===== src/rtl/lin_resp_pkg.sv =====
package lin_resp_pkg;

    localparam int LIN_BYTE_W = 8;
    localparam int LIN_ID_W   = 6;

    typedef enum logic [1:0] {
        ACT_SEND   = 2'd0,
        ACT_RECV   = 2'd1,
        ACT_SKIP   = 2'd2,
        ACT_RSVD   = 2'd3
    } lin_act_e;

    typedef enum logic [1:0] {
        ST_IDLE = 2'd0,
        ST_DATA = 2'd1,
        ST_SUM  = 2'd2
    } lin_state_e;

    // eight-bit addition with the carry folded back into bit 0
    function automatic logic [LIN_BYTE_W-1:0] sum_fold(
        input logic [LIN_BYTE_W-1:0] a,
        input logic [LIN_BYTE_W-1:0] b
    );
        logic [LIN_BYTE_W:0] raw;
        raw = {1'b0, a} + {1'b0, b};
        return raw[LIN_BYTE_W-1:0] + {{(LIN_BYTE_W-1){1'b0}}, raw[LIN_BYTE_W]};
    endfunction

endpackage


===== src/rtl/lin_id_parity.sv =====
module lin_id_parity
    import lin_resp_pkg::*;
(
    input  logic [LIN_ID_W-1:0] id,
    output logic [1:0]          par
);
    always_comb begin
        par[0] = id[0] ^ id[1] ^ id[2] ^ id[4];
        par[1] = ~(id[1] ^ id[3] ^ id[4] ^ id[5]);
    end
endmodule


===== src/rtl/lin_len_calc.sv =====
module lin_len_calc #(
    parameter int LEN_W = 8
) (
    input  logic             len_mode,
    input  logic [LEN_W-1:0] len_field,
    input  logic [1:0]       id_len,
    output logic [LEN_W-1:0] last_idx
);
    localparam logic [LEN_W-1:0] LAST_OF_2 = LEN_W'(1);
    localparam logic [LEN_W-1:0] LAST_OF_4 = LEN_W'(3);
    localparam logic [LEN_W-1:0] LAST_OF_8 = LEN_W'(7);

    always_comb begin
        if (!len_mode) begin
            last_idx = len_field;
        end else begin
            case (id_len)
                2'b10:   last_idx = LAST_OF_4;
                2'b11:   last_idx = LAST_OF_8;
                default: last_idx = LAST_OF_2;
            endcase
        end
    end
endmodule


===== src/rtl/lin_csum_acc.sv =====
module lin_csum_acc
    import lin_resp_pkg::*;
(
    input  logic                  clk,
    input  logic                  rst_n,
    input  logic                  load,
    input  logic [LIN_BYTE_W-1:0] load_val,
    input  logic                  add,
    input  logic [LIN_BYTE_W-1:0] add_byte,
    output logic [LIN_BYTE_W-1:0] sum
);
    logic [LIN_BYTE_W-1:0] sum_d, sum_q;

    always_comb begin
        sum_d = sum_q;
        if (load) begin
            sum_d = load_val;
        end else if (add) begin
            sum_d = sum_fold(sum_q, add_byte);
        end
    end

    always_ff @(posedge clk or negedge rst_n) begin
        if (!rst_n) sum_q <= '0;
        else        sum_q <= sum_d;
    end

    assign sum = sum_q;
endmodule


===== src/rtl/lin_resp_engine.sv =====
module lin_resp_engine
    import lin_resp_pkg::*;
#(
    parameter int LEN_W = 8
) (
    input  logic                  clk,
    input  logic                  rst_n,
    input  logic                  frame_start,
    input  logic [1:0]            cfg_action,
    input  logic                  cfg_len_mode,
    input  logic [LEN_W-1:0]      cfg_len,
    input  logic                  cfg_csum_classic,
    input  logic                  cfg_csum_off,
    input  logic                  cfg_par_off,
    input  logic [LIN_ID_W-1:0]   frame_id,
    input  logic [LIN_BYTE_W-1:0] bus_pid,
    output logic [LIN_BYTE_W-1:0] pid,
    input  logic                  host_tx_valid,
    input  logic [LIN_BYTE_W-1:0] host_tx_data,
    output logic                  host_tx_ready,
    output logic                  tx_valid,
    output logic [LIN_BYTE_W-1:0] tx_data,
    input  logic                  tx_ready,
    input  logic                  rx_valid,
    input  logic [LIN_BYTE_W-1:0] rx_data,
    output logic                  host_rx_valid,
    output logic [LIN_BYTE_W-1:0] host_rx_data,
    output logic                  busy,
    output logic                  done,
    output logic                  err
);
    localparam logic [LEN_W-1:0]      CNT_ONE  = LEN_W'(1);
    localparam logic [LIN_BYTE_W-1:0] SUM_GOOD = '1;

    typedef struct packed {
        lin_act_e            act;
        logic                csum_off;
        logic                par_off;
        logic [LIN_ID_W-1:0] id;
    } frame_cfg_t;

    typedef struct packed {
        lin_state_e  state;
        frame_cfg_t  cfg;
        logic [LEN_W-1:0] remain;
        logic        err;
        logic        done;
    } eng_t;

    eng_t eng_d, eng_q;

    // parity of the incoming identifier (for the start-up sum) and of the held one
    logic [1:0]            par_new, par_held, par_bus;
    logic [LIN_BYTE_W-1:0] pid_new;
    logic [LEN_W-1:0]      last_new;
    logic [LIN_BYTE_W-1:0] sum_q;

    lin_id_parity u_par_new  (.id(frame_id),      .par(par_new));
    lin_id_parity u_par_held (.id(eng_q.cfg.id),  .par(par_held));
    lin_id_parity u_par_bus  (.id(bus_pid[LIN_ID_W-1:0]), .par(par_bus));

    lin_len_calc #(.LEN_W(LEN_W)) u_len (
        .len_mode  (cfg_len_mode),
        .len_field (cfg_len),
        .id_len    (frame_id[LIN_ID_W-1:LIN_ID_W-2]),
        .last_idx  (last_new)
    );

    assign pid_new = cfg_par_off ? {2'b00, frame_id} : {par_new, frame_id};
    assign pid     = eng_q.cfg.par_off ? {2'b00, eng_q.cfg.id} : {par_held, eng_q.cfg.id};

    logic is_send, is_recv, in_data, in_sum;
    logic data_fire, sum_fire, start_ok;
    logic [LIN_BYTE_W-1:0] data_byte;

    always_comb begin
        is_send   = (eng_q.cfg.act == ACT_SEND);
        is_recv   = (eng_q.cfg.act == ACT_RECV);
        in_data   = (eng_q.state == ST_DATA);
        in_sum    = (eng_q.state == ST_SUM);
        start_ok  = (eng_q.state == ST_IDLE) && frame_start;
        data_fire = in_data && (is_send ? (host_tx_valid && tx_ready) : (is_recv && rx_valid));
        sum_fire  = in_sum && (is_send ? tx_ready : (is_recv && rx_valid));
        data_byte = is_send ? host_tx_data : rx_data;
    end

    lin_csum_acc u_sum (
        .clk      (clk),
        .rst_n    (rst_n),
        .load     (start_ok),
        .load_val (cfg_csum_classic ? '0 : pid_new),
        .add      (data_fire),
        .add_byte (data_byte),
        .sum      (sum_q)
    );

    always_comb begin
        eng_d      = eng_q;
        eng_d.done = 1'b0;
        case (eng_q.state)
            ST_IDLE: begin
                if (frame_start) begin
                    eng_d.cfg.act      = lin_act_e'(cfg_action);
                    eng_d.cfg.csum_off = cfg_csum_off;
                    eng_d.cfg.par_off  = cfg_par_off;
                    eng_d.cfg.id       = frame_id;
                    eng_d.remain       = last_new;
                    eng_d.err          = !cfg_par_off &&
                                         (bus_pid[LIN_BYTE_W-1:LIN_ID_W] != par_bus);
                    if (cfg_action == ACT_SEND || cfg_action == ACT_RECV) begin
                        eng_d.state = ST_DATA;
                    end else begin
                        eng_d.done  = 1'b1;
                    end
                end
            end
            ST_DATA: begin
                if (data_fire) begin
                    if (eng_q.remain == '0) begin
                        if (eng_q.cfg.csum_off) begin
                            eng_d.state = ST_IDLE;
                            eng_d.done  = 1'b1;
                        end else begin
                            eng_d.state = ST_SUM;
                        end
                    end else begin
                        eng_d.remain = eng_q.remain - CNT_ONE;
                    end
                end
            end
            ST_SUM: begin
                if (sum_fire) begin
                    if (is_recv && sum_fold(sum_q, rx_data) != SUM_GOOD) begin
                        eng_d.err = 1'b1;
                    end
                    eng_d.state = ST_IDLE;
                    eng_d.done  = 1'b1;
                end
            end
            default: eng_d.state = ST_IDLE;
        endcase
    end

    always_ff @(posedge clk or negedge rst_n) begin
        if (!rst_n) eng_q <= '0;
        else        eng_q <= eng_d;
    end

    assign host_tx_ready = is_send && in_data && tx_ready;
    assign tx_valid      = is_send && ((in_data && host_tx_valid) || in_sum);
    assign tx_data       = in_sum ? ~sum_q : host_tx_data;
    assign host_rx_valid = is_recv && in_data && rx_valid;
    assign host_rx_data  = rx_data;
    assign busy          = (eng_q.state != ST_IDLE);
    assign done          = eng_q.done;
    assign err           = eng_q.err;

    AST_TX_ONLY_SENDING: assert property (@(posedge clk) disable iff (!rst_n)
        tx_valid |-> (busy && eng_q.cfg.act == ACT_SEND));
    AST_HOST_RX_IN_DATA: assert property (@(posedge clk) disable iff (!rst_n)
        host_rx_valid |-> (eng_q.state == ST_DATA && eng_q.cfg.act == ACT_RECV));
    AST_NO_SUM_WHEN_OFF: assert property (@(posedge clk) disable iff (!rst_n)
        (eng_q.state == ST_SUM) |-> !eng_q.cfg.csum_off);
    AST_ERR_HELD: assert property (@(posedge clk) disable iff (!rst_n)
        (busy && err) |=> err);
    AST_DONE_NOT_BUSY: assert property (@(posedge clk) disable iff (!rst_n)
        done |-> !busy);
    AST_CFG_FROZEN: assert property (@(posedge clk) disable iff (!rst_n)
        (busy && $past(busy)) |-> $stable(eng_q.cfg));
endmodule


===== config.mk =====
export PLATFORM = sky130hd
export DESIGN_NAME = lin_resp_engine
export DESIGN_NICKNAME = d
export VERILOG_FILES = /design/src/rtl/lin_resp_pkg.sv /design/src/rtl/lin_id_parity.sv /design/src/rtl/lin_len_calc.sv /design/src/rtl/lin_csum_acc.sv /design/src/rtl/lin_resp_engine.sv
export SDC_FILE = /design/constraint.sdc
export NUM_CORES = 1
export LEC_CHECK = 0
export CAP_MARGIN = 10
export CORE_UTILIZATION = 30
export CTS_BUF_LIST = sky130_fd_sc_hd__clkbuf_4
export DETAILED_ROUTE_END_ITERATION = 8
export GPL_ROUTABILITY_DRIVEN = 1
export PLACE_DENSITY = 0.62
export SLEW_MARGIN = 20
export SYNTH_ARGS = -nofsm -noshare
export SYNTH_HDL_FRONTEND = slang
export SYNTH_SLANG_ARGS = --single-unit

===== constraint.sdc =====
create_clock -name clk -period 4.87 [get_ports clk]
set_input_delay 0.974 -clock clk [delete_from_list [all_inputs] [get_ports clk]]
set_output_delay 0.974 -clock clk [all_outputs]
set_load 0.05 [all_outputs]

* Word level (Yosys, flattened, before mapping)
Cells that the tools add are included.
** Operators by class
- Add/subtract/negate cells :: 5
- Eq/ne operators :: 15
- Muxes and demuxes :: 29
- Bitwise gates (word level) :: 22
- Reduce and logical (&&, ||, !) cells :: 28
** Operators by type and width (number)
- $mux W8 :: 10
- $mux W22 :: 1
- $add A8 B8 Y9 :: 2
- $xor A1 B1 Y1 :: 18
- $add A8 B1 Y8 :: 2
- $pmux W8 S2 :: 1
- $logic_and A1 B1 Y1 :: 13
- $mux W2 :: 6
- $ne A2 B1 Y1 const B :: 5
- $logic_not A8 Y1 :: 1
- $ne A8 B8 Y1 const B :: 1
- $not A8 Y8 :: 1
- $reduce_and A4 Y1 :: 2
- $reduce_bool A2 Y1 :: 4
- $sub A8 B1 Y8 const B :: 1
- $mux W1 :: 7
- $eq A2 B1 Y1 const B :: 3
- $eq A2 B2 Y1 const B :: 3
- $logic_not A2 Y1 :: 3
- $pmux W2 S3 :: 1
- $pmux W3 S2 :: 1
- $reduce_and A5 Y1 :: 1
- $ne A2 B2 Y1 const B :: 2
- $not A1 Y1 :: 3
- 6 further kinds :: 7
** Storage, ports and cells
- Bits in registers :: 30
- Input port bits :: 50
- Word-level logic and storage cells :: 108

* Logic depth before layout (Yosys ltp)
Gate-level depths: netlist (run 1).
- Depth after elaboration :: 8
- Gate-level depth with buffers :: 16
- Mapped depth without buffers :: 15

* Hierarchy
A second synthesis (run 1) with hierarchy kept.
** Unflattened totals
- Cells, all modules :: 350
- Area total of the unflattened synthesis :: 3061.7 um^2
** By module, submodules not included
- lin_resp_engine :: times used 1, cells an instance 225, area an instance 1973.1 um^2, sequential area each 550.5 um^2
- lin_csum_acc :: times used 1, cells an instance 100, area an instance 878.3 um^2, sequential area each 200.2 um^2
- lin_id_parity :: times used 3, cells an instance 5, area an instance 43.8 um^2, sequential area each 0.0 um^2
- lin_len_calc :: times used 1, cells an instance 10, area an instance 78.8 um^2, sequential area each 0.0 um^2

* Least setup slack after synthesis (run 1)
Ideal clock, no wire load.
- Path type :: input -> register
- From :: input port host_tx_data[0]
- To :: register u_sum.sum_q[7] (netlist: u_sum.sum[7])
- Library setup time :: 0.126 ns
- Arrival time :: 3.484 ns
- Path slack :: 1.261 ns
- Stages on the path :: 13
- Buffers on the path :: 0
- Cells stage by stage :: mux2_2 -> ha_1 -> fa_1 -> a211oi_2 -> o21a_1 -> o21bai_1 -> a21o_1 -> ha_1 -> and3_1 -> nand3_2 -> nor4_2 -> xnor3_1 -> a221o_1
** Between the ends
- Longest elaborated chain between the ends :: 5
** RTL lines
- start, declared :: RTL line lin_resp_engine.sv:19 : input logic [LIN_BYTE_W-1:0] host_tx_data,
- $mux W8 :: RTL line lin_resp_engine.sv:84 : data_byte = is_send ? host_tx_data : rx_data;
- $add A8 B8 Y9 :: RTL line lin_resp_pkg.sv:25 : raw = {1'b0, a} + {1'b0, b};
- $add A8 B1 Y8 :: RTL line lin_resp_pkg.sv:26 : return raw[LIN_BYTE_W-1:0] + {{(LIN_BYTE_W-1){1'b0}}, raw[LIN_BYTE_W]};
- $mux W8 :: RTL line lin_csum_acc.sv:18 : end else if (add) begin
- $mux W8 :: RTL line lin_csum_acc.sv:16 : if (load) begin
- end signal, assigned :: RTL line lin_csum_acc.sv:25 : else sum_q <= sum_d;
- end, declared :: RTL line lin_csum_acc.sv:12 : logic [LIN_BYTE_W-1:0] sum_d, sum_q;
No other way between the ends. The select of a mux whose other input is x is not followed.
A chain may end at the register's enable or synchronous reset.

* Final worst setup path (run 1)
- From :: input port rx_data[0]
- To :: register u_sum.sum_q[7] (netlist: u_sum.sum[7])
** Between the ends
- Longest elaborated chain between the ends :: 5
** RTL lines
- start, declared :: RTL line lin_resp_engine.sv:25 : input logic [LIN_BYTE_W-1:0] rx_data,
- $mux W8 :: RTL line lin_resp_engine.sv:84
- $add A8 B8 Y9 :: RTL line lin_resp_pkg.sv:25
- $add A8 B1 Y8 :: RTL line lin_resp_pkg.sv:26
- $mux W8 :: RTL line lin_csum_acc.sv:18
- $mux W8 :: RTL line lin_csum_acc.sv:16
No other way between the ends. The select of a mux whose other input is x is not followed.

==> impl_metrics.xml, run 1 <==
<?xml version="1.0" encoding="UTF-8"?>
<metrics>
  <group name="floorplan">
    <metric name="num_io_pins" unit="">80</metric>
    <metric name="initial_core_util" unit="%">31.0</metric>
    <metric name="chipWidth" unit="um">99.7</metric>
    <metric name="coreArea" unit="sq mm">0.00924</metric>
    <metric name="placementRows" unit="">35</metric>
    <metric name="die_area" unit="sq mm">0.00993</metric>
    <metric name="die_y" unit="um">99.7</metric>
  </group>
  <group name="global_routing">
    <metric name="grt_first_pass_wirelength" unit="um">12900</metric>
    <metric name="via_count_of_the_first_global_routing_pass" unit="">2763</metric>
    <metric name="gr-usage-met3" unit="%">4.29</metric>
    <metric name="grt_busiest_layer" unit="">met2</metric>
    <metric name="grt_use_met1" unit="%">20.1</metric>
    <metric name="global_route_total_overflow" unit="">0</metric>
    <metric name="met2_grt_util" unit="%">27.3</metric>
    <metric name="grt_antenna_before_repair" unit="">0</metric>
    <metric name="grt_start_max_net_pins" unit="">31</metric>
    <metric name="grt_usage" unit="%">16.4</metric>
  </group>
  <group name="timing">
    <metric name="finalSetupTns" unit="ns">0</metric>
    <metric name="timing.final.crit_period" unit="ns">3.98</metric>
    <metric name="timing.clock.skew" unit="ns">0.00782</metric>
    <metric name="tightest_slew" unit="ns">0.842</metric>
    <metric name="period_share" unit="%">81.7</metric>
    <metric name="hold-worst-slack" unit="ns">0.518</metric>
    <metric name="final_hold_violations" unit="">0</metric>
    <metric name="report.final.setup_viol" unit="">0</metric>
    <metric name="max_clock_freq" unit="MHz">251</metric>
    <metric name="worst_max_slew_margin_expressed_relative_to_the_limit" unit="%">43.6</metric>
    <metric name="worst_slack" unit="ns">0.891</metric>
    <metric name="finalMaxSlewViolations" unit="">0</metric>
    <metric name="grt_setup_unrepaired" unit="">false</metric>
  </group>
  <group name="cells_and_area">
    <metric name="final.fill_count" unit="">952</metric>
    <metric name="layout-drive-gt1-share" unit="%">6.68</metric>
    <metric name="antenna_cells_inserted" unit="">0</metric>
    <metric name="utilization" unit="%">40.5</metric>
    <metric name="fin_cells" unit="">548</metric>
    <metric name="final_nets" unit="">491</metric>
    <metric name="syn2layout_area_growth" unit="%">30.7</metric>
    <metric name="stdcell_area" unit="sq mm">0.00374</metric>
  </group>
  <group name="status">
    <metric name="status" unit="">completed</metric>
  </group>
  <group name="worst_setup_path">
    <metric name="startpoint" unit="">rx_data[0]</metric>
    <metric name="crit_required" unit="ns">5.10</metric>
    <metric name="timing_worst_setup_path_type" unit="">primary input to flip-flop</metric>
    <metric name="worst-endpoint-arrival" unit="ns">4.20</metric>
    <metric name="rr_startpoint" unit="">eng_q[18]$_DFFE_PN0P_</metric>
    <metric name="worst_path_maximum_fanout" unit="">3</metric>
    <metric name="critical_path_start_type" unit="">primary input</metric>
    <metric name="cp-end-kind" unit="">flip-flop</metric>
  </group>
  <group name="synthesis">
    <metric name="post_synth_most_frequent_cells" unit="">nand2_1 (56), dfrtp_1 (30), o21ai_0 (28)</metric>
    <metric name="ys_ff_latch" unit="">30</metric>
    <metric name="synthMostInstantiatedCell" unit="">nand2_1</metric>
    <metric name="synthesis.yosys.warnings" unit="">0</metric>
    <metric name="synth.yosys.seq_area_share" unit="%">26.2</metric>
    <metric name="ys_top_cells_by_area" unit="">dfrtp_1 (26%), ha_1 (9.2%), nand2_1 (7.3%)</metric>
    <metric name="synth.cell_area" unit="sq mm">0.00286</metric>
    <metric name="yosys.area.top_type" unit="">dfrtp_1</metric>
    <metric name="synth_largest_type_area_fraction" unit="%">26.2</metric>
    <metric name="ys.flop_type" unit="">dfrtp_1</metric>
    <metric name="synthDistinctLibCells" unit="">61</metric>
    <metric name="async_flop_share" unit="%">100</metric>
    <metric name="postSynthNetCount" unit="">427</metric>
    <metric name="syn_area_per_cell" unit="sq um">8.08</metric>
    <metric name="post_synth_inst_count" unit="">354</metric>
    <metric name="synth_enable_flop_cells" unit="">0</metric>
  </group>
  <group name="clock_tree">
    <metric name="cts-root-buf" unit="">clkbuf_4</metric>
    <metric name="htree_num_levels" unit="">2</metric>
    <metric name="postCtsSetupRepairBufs" unit="">0</metric>
    <metric name="cts_made_buffers" unit="">5</metric>
    <metric name="worst_setup_hold_path_clk_slew" unit="ns">0.10</metric>
    <metric name="clockBufferDepth" unit="">2</metric>
    <metric name="insertion_delay" unit="ns">0.33</metric>
    <metric name="tritoncts" unit="">done</metric>
    <metric name="cts.sink_count" unit="">30</metric>
    <metric name="holdBufCountCts" unit="">0</metric>
    <metric name="post_cts.resized_instances" unit="">0</metric>
  </group>
  <group name="worst_hold_path">
    <metric name="worstHoldStart" unit="">eng_q[5]$_DFFE_PN0P_</metric>
    <metric name="worstHoldPathType" unit="">flip-flop to flip-flop</metric>
  </group>
  <group name="power_and_ir_drop">
    <metric name="share_clk_of_total_power" unit="%">6.1</metric>
    <metric name="power_switching" unit="mW">1.28</metric>
    <metric name="powerDensity" unit="mW/mm^2">658</metric>
    <metric name="peakVddDrop" unit="mV">0.259</metric>
    <metric name="comb_power_share" unit="%">73.9</metric>
    <metric name="leakagePower" unit="nW">1.60</metric>
    <metric name="netSwitchingFraction" unit="%">52.0</metric>
    <metric name="power" unit="mW">2.46</metric>
    <metric name="seq_power_share" unit="%">19.9</metric>
    <metric name="cell_internal_pwr" unit="mW">1.18</metric>
  </group>
  <group name="placement">
    <metric name="dpl.hpwl" unit="um">6350</metric>
    <metric name="place.detailed.instances" unit="">540</metric>
    <metric name="port_buffers" unit="">79</metric>
    <metric name="placed_instance_area" unit="sq mm">0.00369</metric>
    <metric name="worst_setup_slack_post_dpl" unit="ns">0.574</metric>
    <metric name="gp_congestion" unit="">0.883</metric>
  </group>
  <group name="detailed_routing">
    <metric name="detailedRoute.firstPassIterationCount" unit="">4</metric>
    <metric name="initialDrtViolationCount" unit="">141</metric>
    <metric name="post-route-drc-count" unit="">0</metric>
    <metric name="wirelength" unit="um">7890</metric>
    <metric name="vias" unit="">2791</metric>
    <metric name="route.antenna.remaining_nets" unit="">0</metric>
    <metric name="routed_wire_length_per_instance" unit="um">14.4</metric>
    <metric name="routed_via_density" unit="">5.09</metric>
  </group>
  <group name="run">
    <metric name="max_cap_violations" unit="">0</metric>
  </group>
</metrics>
==> layout make-up <==
type | count | area (sq um) | share of cell area, %
Clock buffer | 6 | 45.0 | 1.20
Clock inverter | 2 | 8.76 | 0.234
Inverter | 14 | 52.6 | 1.40
Multi-Input combinational cell | 285 | 1910 | 51.0
Sequential cell | 30 | 751 | 20.1
Tap cell | 129 | 161 | 4.31
Timing Repair Buffer | 82 | 813 | 21.7
==> logic make-up after synthesis <==
logic type      synth area share, %
simple gates                   21.6
xor+xnor                       7.83
mux                            3.80
compound gates                 23.0
buf+inv                        7.04
fa+ha+maj                      10.6
flops                          26.2
==> layer usage <==
layer / routed length [um] / up-vias
met3: 520 / 22
met2: 3610 / 96
met4: 216 / 0
li1: - / 1391
met5: 0 / -
met1: 3540 / 1282
==> worst paths after layout <==
| path | endpoint | slack [ns] | depth (start not counted) |
|---|---|---|---|
| worst max-delay path | u_sum.sum[7]$_DFFE_PN0P_ | 0.89 | 14 |
| worst min-delay path | eng_q[5]$_DFFE_PN0P_ | 0.52 | 1 |
| worst max register to register | u_sum.sum[7]$_DFFE_PN0P_ | 1.00 | 14 |
| worst min register to register | eng_q[5]$_DFFE_PN0P_ | 0.52 | 1 |
| max in group asynchronous | eng_q[6]$_DFFE_PN0P_ | 3.55 | 2 |
| min in group asynchronous | eng_q[2]$_DFFE_PN0P_ | 1.02 | 2 |
==> state kept, by name, summed over array words and instances (netlist names) <==
| register | count |
|---|---|
| done | 1 |
| eng_q | 20 |
| err | 1 |
| u_sum.sum | 8 |
==> cells in the final DEF (no fill, tap or decap), drive strengths merged, types with 2 or more instances in the layout <==
| cell type | synthesis | final |
|---|---|---|
| clkdlybuf4s50 | 0 | 79 |
| nand2 | 56 | 56 |
| o21ai | 39 | 39 |
| dfrtp | 30 | 30 |
| nor2 | 23 | 23 |
| ha | 21 | 21 |
| a21oi | 17 | 17 |
| inv | 14 | 14 |
| xnor2 | 14 | 14 |
| xor2 | 9 | 9 |
| nor3 | 8 | 8 |
| mux2 | 7 | 7 |
| nor4 | 7 | 7 |
| nand2b | 6 | 6 |
| a21o | 6 | 6 |
| clkbuf | 8 | 6 |
| a211oi | 6 | 6 |
| o21a | 5 | 5 |
| and3 | 5 | 5 |
| o211ai | 4 | 4 |
| nor2b | 3 | 3 |
| nand3b | 3 | 3 |
| or3 | 3 | 3 |
| a22o | 3 | 3 |
| mux2i | 3 | 3 |
| buf | 17 | 3 |
| nand3 | 3 | 3 |
| o31a | 2 | 2 |
| nor3b | 2 | 2 |
| and2 | 2 | 2 |
| a22oi | 2 | 2 |
| a31oi | 2 | 2 |
| o32ai | 2 | 2 |
| a31o | 2 | 2 |
| fa | 2 | 2 |
| or2 | 2 | 2 |
| clkinv | 0 | 2 |
==> power by group through the flow <==
| stage | Combinational (mW) | Clock [mW] | Sequential, mW |
|---|---|---|---|
| after global placement | 1.79 | 0 | 0.494 |
| after CTS | 1.82 | 0.155 | 0.494 |
| after global routing | 2.02 | 0.169 | 0.510 |
| final | 1.82 | 0.151 | 0.491 |
| after floorplan | 1.41 | 0 | 0.464 |
| after detailed placement | 1.81 | 0 | 0.499 |
==> worst max-delay path, cell delays in order <==
cell	delay [ns]
clkdlybuf4s50_1	0.46
mux2_2	0.29
ha_1	0.23
fa_1	0.45
a211oi_2	0.28
o21a_1	0.21
o21bai_1	0.10
a21o_1	0.20
ha_1	0.20
and3_1	0.20
nand3_2	0.10
nor4_2	0.05
xnor3_1	0.18
a221o_1	0.29
Power figures use the tool's default switching activity.
==> run 2: changes to the inputs <==
==> constraint.sdc (replaced) <==
create_clock -name clk -period 3.85 [get_ports clk]
set_input_delay 0.77 -clock clk [delete_from_list [all_inputs] [get_ports clk]]
set_output_delay 0.77 -clock clk [all_outputs]
set_load 0.05 [all_outputs]
==> run 2 against run 1 <==
Core utilization up 1.6 points. Via count up 2.7%. First-iteration DRC count up 22%. Combinational power up 37%. Worst hold slack worse by 0.00097 ns. Final cell count up 3.6%. Critical path depth up 1. Flip-flop and latch count unchanged. Critical path type unchanged.
==> impl_metrics.xml, run 2 (same netlist as run 1, synthesis figures left out) <==
<?xml version="1.0" encoding="UTF-8"?>
<metrics>
  <group name="detailed_routing">
    <metric name="route.antenna.remaining_nets" unit="">0</metric>
    <metric name="post-route-drc-count" unit="">0</metric>
    <metric name="detailedRoute.firstPassIterationCount" unit="">5</metric>
    <metric name="routed_wire_length_per_instance" unit="um">14.2</metric>
    <metric name="routed_via_density" unit="">5.04</metric>
    <metric name="wirelength" unit="um">8080</metric>
    <metric name="initialDrtViolationCount" unit="">172</metric>
    <metric name="vias" unit="">2865</metric>
  </group>
  <group name="power_and_ir_drop">
    <metric name="seq_power_share" unit="%">18.8</metric>
    <metric name="powerDensity" unit="mW/mm^2">849</metric>
    <metric name="leakagePower" unit="nW">1.70</metric>
    <metric name="netSwitchingFraction" unit="%">50.5</metric>
    <metric name="power_switching" unit="mW">1.67</metric>
    <metric name="share_clk_of_total_power" unit="%">5.8</metric>
    <metric name="cell_internal_pwr" unit="mW">1.64</metric>
    <metric name="comb_power_share" unit="%">75.4</metric>
    <metric name="peakVddDrop" unit="mV">0.271</metric>
  </group>
  <group name="clock_tree">
    <metric name="tritoncts" unit="">done</metric>
    <metric name="worst_setup_hold_path_clk_slew" unit="ns">0.10</metric>
    <metric name="cts_made_buffers" unit="">5</metric>
    <metric name="postCtsSetupRepairBufs" unit="">0</metric>
    <metric name="insertion_delay" unit="ns">0.34</metric>
    <metric name="holdBufCountCts" unit="">0</metric>
    <metric name="post_cts.resized_instances" unit="">0</metric>
    <metric name="cts.sink_count" unit="">30</metric>
    <metric name="htree_num_levels" unit="">2</metric>
    <metric name="cts-root-buf" unit="">clkbuf_4</metric>
    <metric name="clockBufferDepth" unit="">2</metric>
  </group>
  <group name="cells_and_area">
    <metric name="final.fill_count" unit="">931</metric>
    <metric name="final_nets" unit="">511</metric>
    <metric name="layout.cells.most_common" unit="">clkdlybuf4s50_1</metric>
    <metric name="layout-drive-gt1-share" unit="%">10.9</metric>
    <metric name="flip_flop_count_of_the_largest_register_all_copies_and_words_added" unit="">20</metric>
    <metric name="layout_common_cells" unit="">clkdlybuf4s50_1 (79), nand2_1 (56), dfrtp_1 (30), o21ai_0 (28)</metric>
    <metric name="antenna_cells_inserted" unit="">0</metric>
    <metric name="max_flop_register" unit="">eng_q</metric>
    <metric name="syn2layout_area_growth" unit="%">36.0</metric>
    <metric name="utilization" unit="%">42.1</metric>
  </group>
  <group name="timing">
    <metric name="report.final.setup_viol" unit="">0</metric>
    <metric name="tightest_slew" unit="ns">0.688</metric>
    <metric name="final_hold_violations" unit="">0</metric>
    <metric name="finalSetupTns" unit="ns">0</metric>
    <metric name="timing.clock.skew" unit="ns">0.0134</metric>
    <metric name="worst_max_slew_margin_expressed_relative_to_the_limit" unit="%">54.1</metric>
    <metric name="grt_setup_unrepaired" unit="">false</metric>
    <metric name="period_share" unit="%">94.4</metric>
    <metric name="max_clock_freq" unit="MHz">275</metric>
    <metric name="timing.final.crit_period" unit="ns">3.63</metric>
    <metric name="finalMaxSlewViolations" unit="">0</metric>
  </group>
  <group name="worst_setup_path">
    <metric name="ff2ff_path_depth" unit="">15</metric>
    <metric name="rr_startpoint" unit="">eng_q[18]$_DFFE_PN0P_</metric>
    <metric name="timing_worst_setup_path_type" unit="">primary input to flip-flop</metric>
    <metric name="worst_path_maximum_fanout" unit="">3</metric>
    <metric name="cp-end-kind" unit="">flip-flop</metric>
    <metric name="worst-r2r-setup-slack" unit="ns">0.31</metric>
    <metric name="crit_required" unit="ns">4.08</metric>
    <metric name="r2r-end" unit="">u_sum.sum[4]$_DFFE_PN0P_</metric>
    <metric name="worst-endpoint-arrival" unit="ns">3.86</metric>
    <metric name="critical_path_start_type" unit="">primary input</metric>
  </group>
  <group name="floorplan">
    <metric name="chipWidth" unit="um">99.7</metric>
    <metric name="die_y" unit="um">99.7</metric>
    <metric name="die_area" unit="sq mm">0.00993</metric>
    <metric name="initial_core_util" unit="%">31.0</metric>
    <metric name="placementRows" unit="">35</metric>
    <metric name="coreArea" unit="sq mm">0.00924</metric>
    <metric name="num_io_pins" unit="">80</metric>
  </group>
  <group name="placement">
    <metric name="gp_congestion" unit="">0.901</metric>
    <metric name="dpl.hpwl" unit="um">6590</metric>
    <metric name="port_buffers" unit="">79</metric>
  </group>
  <group name="global_routing">
    <metric name="grt_usage" unit="%">17.1</metric>
    <metric name="global_route_total_overflow" unit="">0</metric>
    <metric name="grt_first_pass_wirelength" unit="um">13500</metric>
    <metric name="grt_antenna_before_repair" unit="">0</metric>
    <metric name="via_count_of_the_first_global_routing_pass" unit="">2845</metric>
    <metric name="grt_start_max_net_pins" unit="">31</metric>
  </group>
  <group name="worst_hold_path">
    <metric name="worstHoldPathType" unit="">flip-flop to flip-flop</metric>
    <metric name="sink_of_the_worst_hold_path" unit="">eng_q[21]$_DFFE_PN0P_</metric>
    <metric name="min_path_cells" unit="">1</metric>
    <metric name="worstHoldStart" unit="">eng_q[17]$_DFFE_PN0P_</metric>
  </group>
  <group name="status">
    <metric name="status" unit="">completed</metric>
  </group>
  <group name="run">
    <metric name="max_cap_violations" unit="">0</metric>
  </group>
</metrics>
-- run 2: per-layer routing --
layer	track usage, %	wire (um)
met1	21.2	3520
met2	30.2	3950
met3	3.58	494
met4	3.85	110
met5	0	0
-- run 2: power by group through the flow --
stage,registers (mW),logic [mW],clock network [mW]
floorplan,0.586,1.78,0
global placement,0.628,2.44,0
detailed placement,0.629,2.48,0
CTS,0.622,2.49,0.198
global route,0.643,2.75,0.214
finish,0.619,2.49,0.192
-- run 2: layout make-up --
class | count | area, sq um | area share (%)
well taps | 129 | 161 | 4.15
clock buffers | 6 | 45.0 | 1.16
clock inverters | 2 | 8.76 | 0.225
flip-flops and latches | 30 | 751 | 19.3
inverters | 14 | 52.6 | 1.35
repair buffers | 102 | 963 | 24.8
multi-input cells | 285 | 1910 | 49.1
-- run 2: worst max-delay path, stage by stage --
cell and delay, ns:
clkdlybuf4s50_1 0.46, mux2_2 0.29, ha_1 0.21, fa_1 0.42, a211oi_2 0.24, o21a_1 0.18, o21bai_1 0.08, a21o_1 0.19
ha_1 0.20, ha_1 0.20, nand2_1 0.06, nor3_1 0.06, xnor2_1 0.18, a21oi_1 0.08, a31o_2 0.23
-- run 2: through the flow --
| step | worst slack [ns] | hold slack (ns) | power, mW | cell area (sq um) | cells |
|---|---|---|---|---|---|
| 4_1_cts | 0.243 | 0.514 | 3.31 | 3890 | 568 |
| 5_1_grt | 0.00755 | 0.543 | 3.60 | 3890 | 568 |
| 3_3_place_gp | -0.0549 | 0.485 | 3.07 | 3840 | 560 |
| 3_5_place_dp | -0.134 | 0.493 | 3.11 | 3840 | 560 |
| 6_report | 0.217 | 0.517 | 3.30 | 3890 | 568 |
| 2_1_floorplan | 0.257 | 0.467 | 2.37 | 2860 | 354 |
-- run 2: worst max path at each step --
| stage | depth (start not counted) | startpoint | end |
|---|---|---|---|
| floorplan | 15 | eng_q[18]$_DFFE_PN0P_ | u_sum.sum[7]$_DFFE_PN0P_ |
| global placement | 15 | rx_data[0] | err$_DFFE_PN0P_ |
| detailed placement | 15 | rx_data[0] | err$_DFFE_PN0P_ |
| CTS | 15 | rx_data[0] | u_sum.sum[4]$_DFFE_PN0P_ |
| global route | 14 | eng_q[18]$_DFFE_PN0P_ | u_sum.sum[7]$_DFFE_PN0P_ |
| finish | 15 | rx_data[0] | u_sum.sum[4]$_DFFE_PN0P_ |
==> run 3: changes to the inputs <==
--- a/config.mk
+++ b/config.mk
@@ -6,11 +6,13 @@
 export NUM_CORES = 1
 export LEC_CHECK = 0
 export CAP_MARGIN = 10
-export CORE_UTILIZATION = 30
+export CELL_PAD_IN_SITES_DETAIL_PLACEMENT = 1
+export CELL_PAD_IN_SITES_GLOBAL_PLACEMENT = 2
+export CORE_UTILIZATION = 28
 export CTS_BUF_LIST = sky130_fd_sc_hd__clkbuf_4
 export DETAILED_ROUTE_END_ITERATION = 8
 export GPL_ROUTABILITY_DRIVEN = 1
-export PLACE_DENSITY = 0.62
+export PLACE_DENSITY = 0.9
 export SLEW_MARGIN = 20
 export SYNTH_ARGS = -nofsm -noshare
 export SYNTH_HDL_FRONTEND = slang
==> run 3 against run 2 <==
First-iteration DRC count fell by 34%. Flip-flop and latch count did not move. Final cell count rose by 0.18%. Global-route usage rose by 1.4 points. Maximum frequency fell by 0.20%. Critical path type unchanged. Critical endpoint is now u_sum.sum[7]$_DFFE_PN0P_.
==> impl_metrics.xml, run 3 (same netlist as run 1, synthesis figures left out) <==
<?xml version="1.0" encoding="UTF-8"?>
<metrics>
  <group name="worst_setup_path">
    <metric name="crit_path_max_incr_delay" unit="ns">0.45</metric>
    <metric name="critical_path.most_common_cell" unit="">ha_1</metric>
    <metric name="worst_path_maximum_fanout" unit="">3</metric>
    <metric name="crit_path_top_delay_cell" unit="">clkdlybuf4s50_1</metric>
    <metric name="critical_path_start_type" unit="">primary input</metric>
    <metric name="cp-end-kind" unit="">flip-flop</metric>
    <metric name="crit_path_cell_trace" unit="">clkdlybuf4s50_1 &gt; mux2_2 &gt; ha_1 &gt; fa_1 &gt; a211oi_2 &gt; o21a_1 &gt; o21bai_1 &gt; a21o_1 &gt; ha_1 &gt; and3_1 &gt; nand3_2 &gt; nor4_2 &gt; xnor3_1 &gt; a221o_1</metric>
    <metric name="timing_worst_setup_path_type" unit="">primary input to flip-flop</metric>
    <metric name="worst-endpoint-arrival" unit="ns">3.87</metric>
    <metric name="crit_required" unit="ns">4.08</metric>
  </group>
  <group name="detailed_routing">
    <metric name="routed_via_density" unit="">5.05</metric>
    <metric name="initialDrtViolationCount" unit="">114</metric>
    <metric name="route.antenna.remaining_nets" unit="">0</metric>
    <metric name="routed_wire_length_per_instance" unit="um">16.2</metric>
    <metric name="vias" unit="">2873</metric>
    <metric name="wirelength" unit="um">9220</metric>
    <metric name="detailedRoute.firstPassIterationCount" unit="">4</metric>
    <metric name="post-route-drc-count" unit="">0</metric>
  </group>
  <group name="timing">
    <metric name="timing.final.crit_period" unit="ns">3.64</metric>
    <metric name="worst_max_slew_margin_expressed_relative_to_the_limit" unit="%">43.4</metric>
    <metric name="finalMaxSlewViolations" unit="">0</metric>
    <metric name="period_share" unit="%">94.5</metric>
    <metric name="report.final.setup_viol" unit="">0</metric>
    <metric name="tightest_slew" unit="ns">0.846</metric>
    <metric name="timing.clock.skew" unit="ns">0.00946</metric>
    <metric name="hold-worst-slack" unit="ns">0.517</metric>
    <metric name="worst_slack" unit="ns">0.210</metric>
    <metric name="finalSetupTns" unit="ns">0</metric>
    <metric name="final_hold_violations" unit="">0</metric>
    <metric name="grt_setup_unrepaired" unit="">false</metric>
    <metric name="max_clock_freq" unit="MHz">275</metric>
  </group>
  <group name="placement">
    <metric name="port_buffers" unit="">79</metric>
    <metric name="placed_instance_area" unit="sq mm">0.00383</metric>
    <metric name="gp_congestion" unit="">0.889</metric>
    <metric name="dpl.hpwl" unit="um">7540</metric>
    <metric name="worst_setup_slack_post_dpl" unit="ns">-0.178</metric>
  </group>
  <group name="clock_tree">
    <metric name="postCtsSetupRepairBufs" unit="">0</metric>
    <metric name="worst_setup_hold_path_clk_slew" unit="ns">0.10</metric>
    <metric name="cts.sink_count" unit="">30</metric>
    <metric name="cts_made_buffers" unit="">5</metric>
    <metric name="htree_num_levels" unit="">2</metric>
    <metric name="tritoncts" unit="">done</metric>
    <metric name="clockBufferDepth" unit="">2</metric>
    <metric name="cts-root-buf" unit="">clkbuf_4</metric>
    <metric name="holdBufCountCts" unit="">0</metric>
    <metric name="insertion_delay" unit="ns">0.34</metric>
  </group>
  <group name="cells_and_area">
    <metric name="layout.cells.most_common" unit="">clkdlybuf4s50_1</metric>
    <metric name="max_flop_register" unit="">eng_q</metric>
    <metric name="antenna_cells_inserted" unit="">0</metric>
    <metric name="utilization" unit="%">39.7</metric>
    <metric name="final.fill_count" unit="">1224</metric>
    <metric name="stdcell_area" unit="sq mm">0.00390</metric>
    <metric name="flip_flop_count_of_the_largest_register_all_copies_and_words_added" unit="">20</metric>
    <metric name="final_nets" unit="">509</metric>
    <metric name="sequential_cell_area" unit="sq um">751</metric>
    <metric name="layout_common_cells" unit="">clkdlybuf4s50_1 (79), nand2_1 (56), dfrtp_1 (30), o21ai_0 (27), nor2_1 (23)</metric>
    <metric name="syn2layout_area_growth" unit="%">36.2</metric>
    <metric name="multi_input_comb_area" unit="sq mm">0.00191</metric>
    <metric name="layout-drive-gt1-share" unit="%">10.3</metric>
  </group>
  <group name="power_and_ir_drop">
    <metric name="powerDensity" unit="mW/mm^2">873</metric>
    <metric name="leakagePower" unit="nW">1.70</metric>
    <metric name="peakVddDrop" unit="mV">0.299</metric>
  </group>
  <group name="floorplan">
    <metric name="chipWidth" unit="um">103</metric>
    <metric name="initial_core_util" unit="%">29.1</metric>
    <metric name="num_io_pins" unit="">80</metric>
    <metric name="die_y" unit="um">103</metric>
    <metric name="coreArea" unit="sq mm">0.00982</metric>
    <metric name="placementRows" unit="">36</metric>
    <metric name="die_area" unit="sq mm">0.0106</metric>
  </group>
  <group name="global_routing">
    <metric name="via_count_of_the_first_global_routing_pass" unit="">2990</metric>
    <metric name="grt_first_pass_wirelength" unit="um">15000</metric>
    <metric name="grt_usage" unit="%">18.5</metric>
    <metric name="global_route_total_overflow" unit="">0</metric>
    <metric name="grt_antenna_before_repair" unit="">0</metric>
    <metric name="grt_start_max_net_pins" unit="">31</metric>
  </group>
  <group name="status">
    <metric name="status" unit="">completed</metric>
  </group>
  <group name="worst_hold_path">
    <metric name="worstHoldPathType" unit="">flip-flop to flip-flop</metric>
  </group>
  <group name="run">
    <metric name="max_cap_violations" unit="">0</metric>
  </group>
</metrics>
## run 3: power by group
part           switching (mW)  total (mW)  internal [mW]
logic                    1.44        2.53           1.09
clock network           0.114       0.245          0.131
registers               0.175       0.629          0.454
total                    1.72        3.40           1.68
## run 3: final cells by class
cell class	instances	area share, %
Multi-Input combinational cell	285	49.0
Timing Repair Buffer	100	24.3
Sequential cell	30	19.3
Tap cell	133	4.27
Inverter	14	1.35
Clock buffer	5	0.963
Clock inverter	2	0.866
## run 3: worst paths after layout
check	start	end	slack, ns	cells past startpoint
setup / recovery	rx_data[0]	u_sum.sum[7]$_DFFE_PN0P_	0.21	14
hold / removal	err$_DFFE_PN0P_	err$_DFFE_PN0P_	0.52	1
setup reg to reg	eng_q[18]$_DFFE_PN0P_	u_sum.sum[7]$_DFFE_PN0P_	0.26	14
hold reg to reg	err$_DFFE_PN0P_	err$_DFFE_PN0P_	0.52	1
max in group asynchronous	rst_n	eng_q[9]$_DFFE_PN0P_	2.72	2
min in group asynchronous	rst_n	eng_q[10]$_DFFE_PN0P_	0.83	2
## run 3: metrics by stage
| step | cells | total power, mW |
|---|---|---|
| floorplan | 354 | 2.37 |
| global placement | 562 | 3.08 |
| detailed placement | 562 | 3.18 |
| CTS | 569 | 3.43 |
| global route | 569 | 3.70 |
| finish | 569 | 3.40 |
## run 3: timing repair
| action | in CTS | in global routing |
|---|---|---|
| setup endpoints to repair | 0 | 1 |
| gates resized for setup | 0 | 1 |
| hold endpoints to repair | 0 | 0 |
## run 3: metal layers
| metal | part of all wire (%) | track usage, % | up-vias |
|---|---|---|---|
| met5 | 0 | 0 | - |
| met4 | 0.97 | 3.68 | 0 |
| met3 | 4.2 | 2.64 | 7 |
| met2 | 50 | 33.2 | 75 |
| met1 | 45 | 23.5 | 1382 |
| li1 | - | - | 1409 |
## run 3: worst max-delay path, delay by kind of cell
| kind | cells | cell delay [ns] |
|---|---|---|
| xor gates and xnor gates | 1 | 0.19 |
| buffers and inverters | 1 | 0.45 |
| adders and majority gates | 3 | 0.85 |
| and+or+nand+nor | 3 | 0.33 |
| muxes | 1 | 0.29 |
| AOI/OAI and AO/OA | 5 | 0.99 |
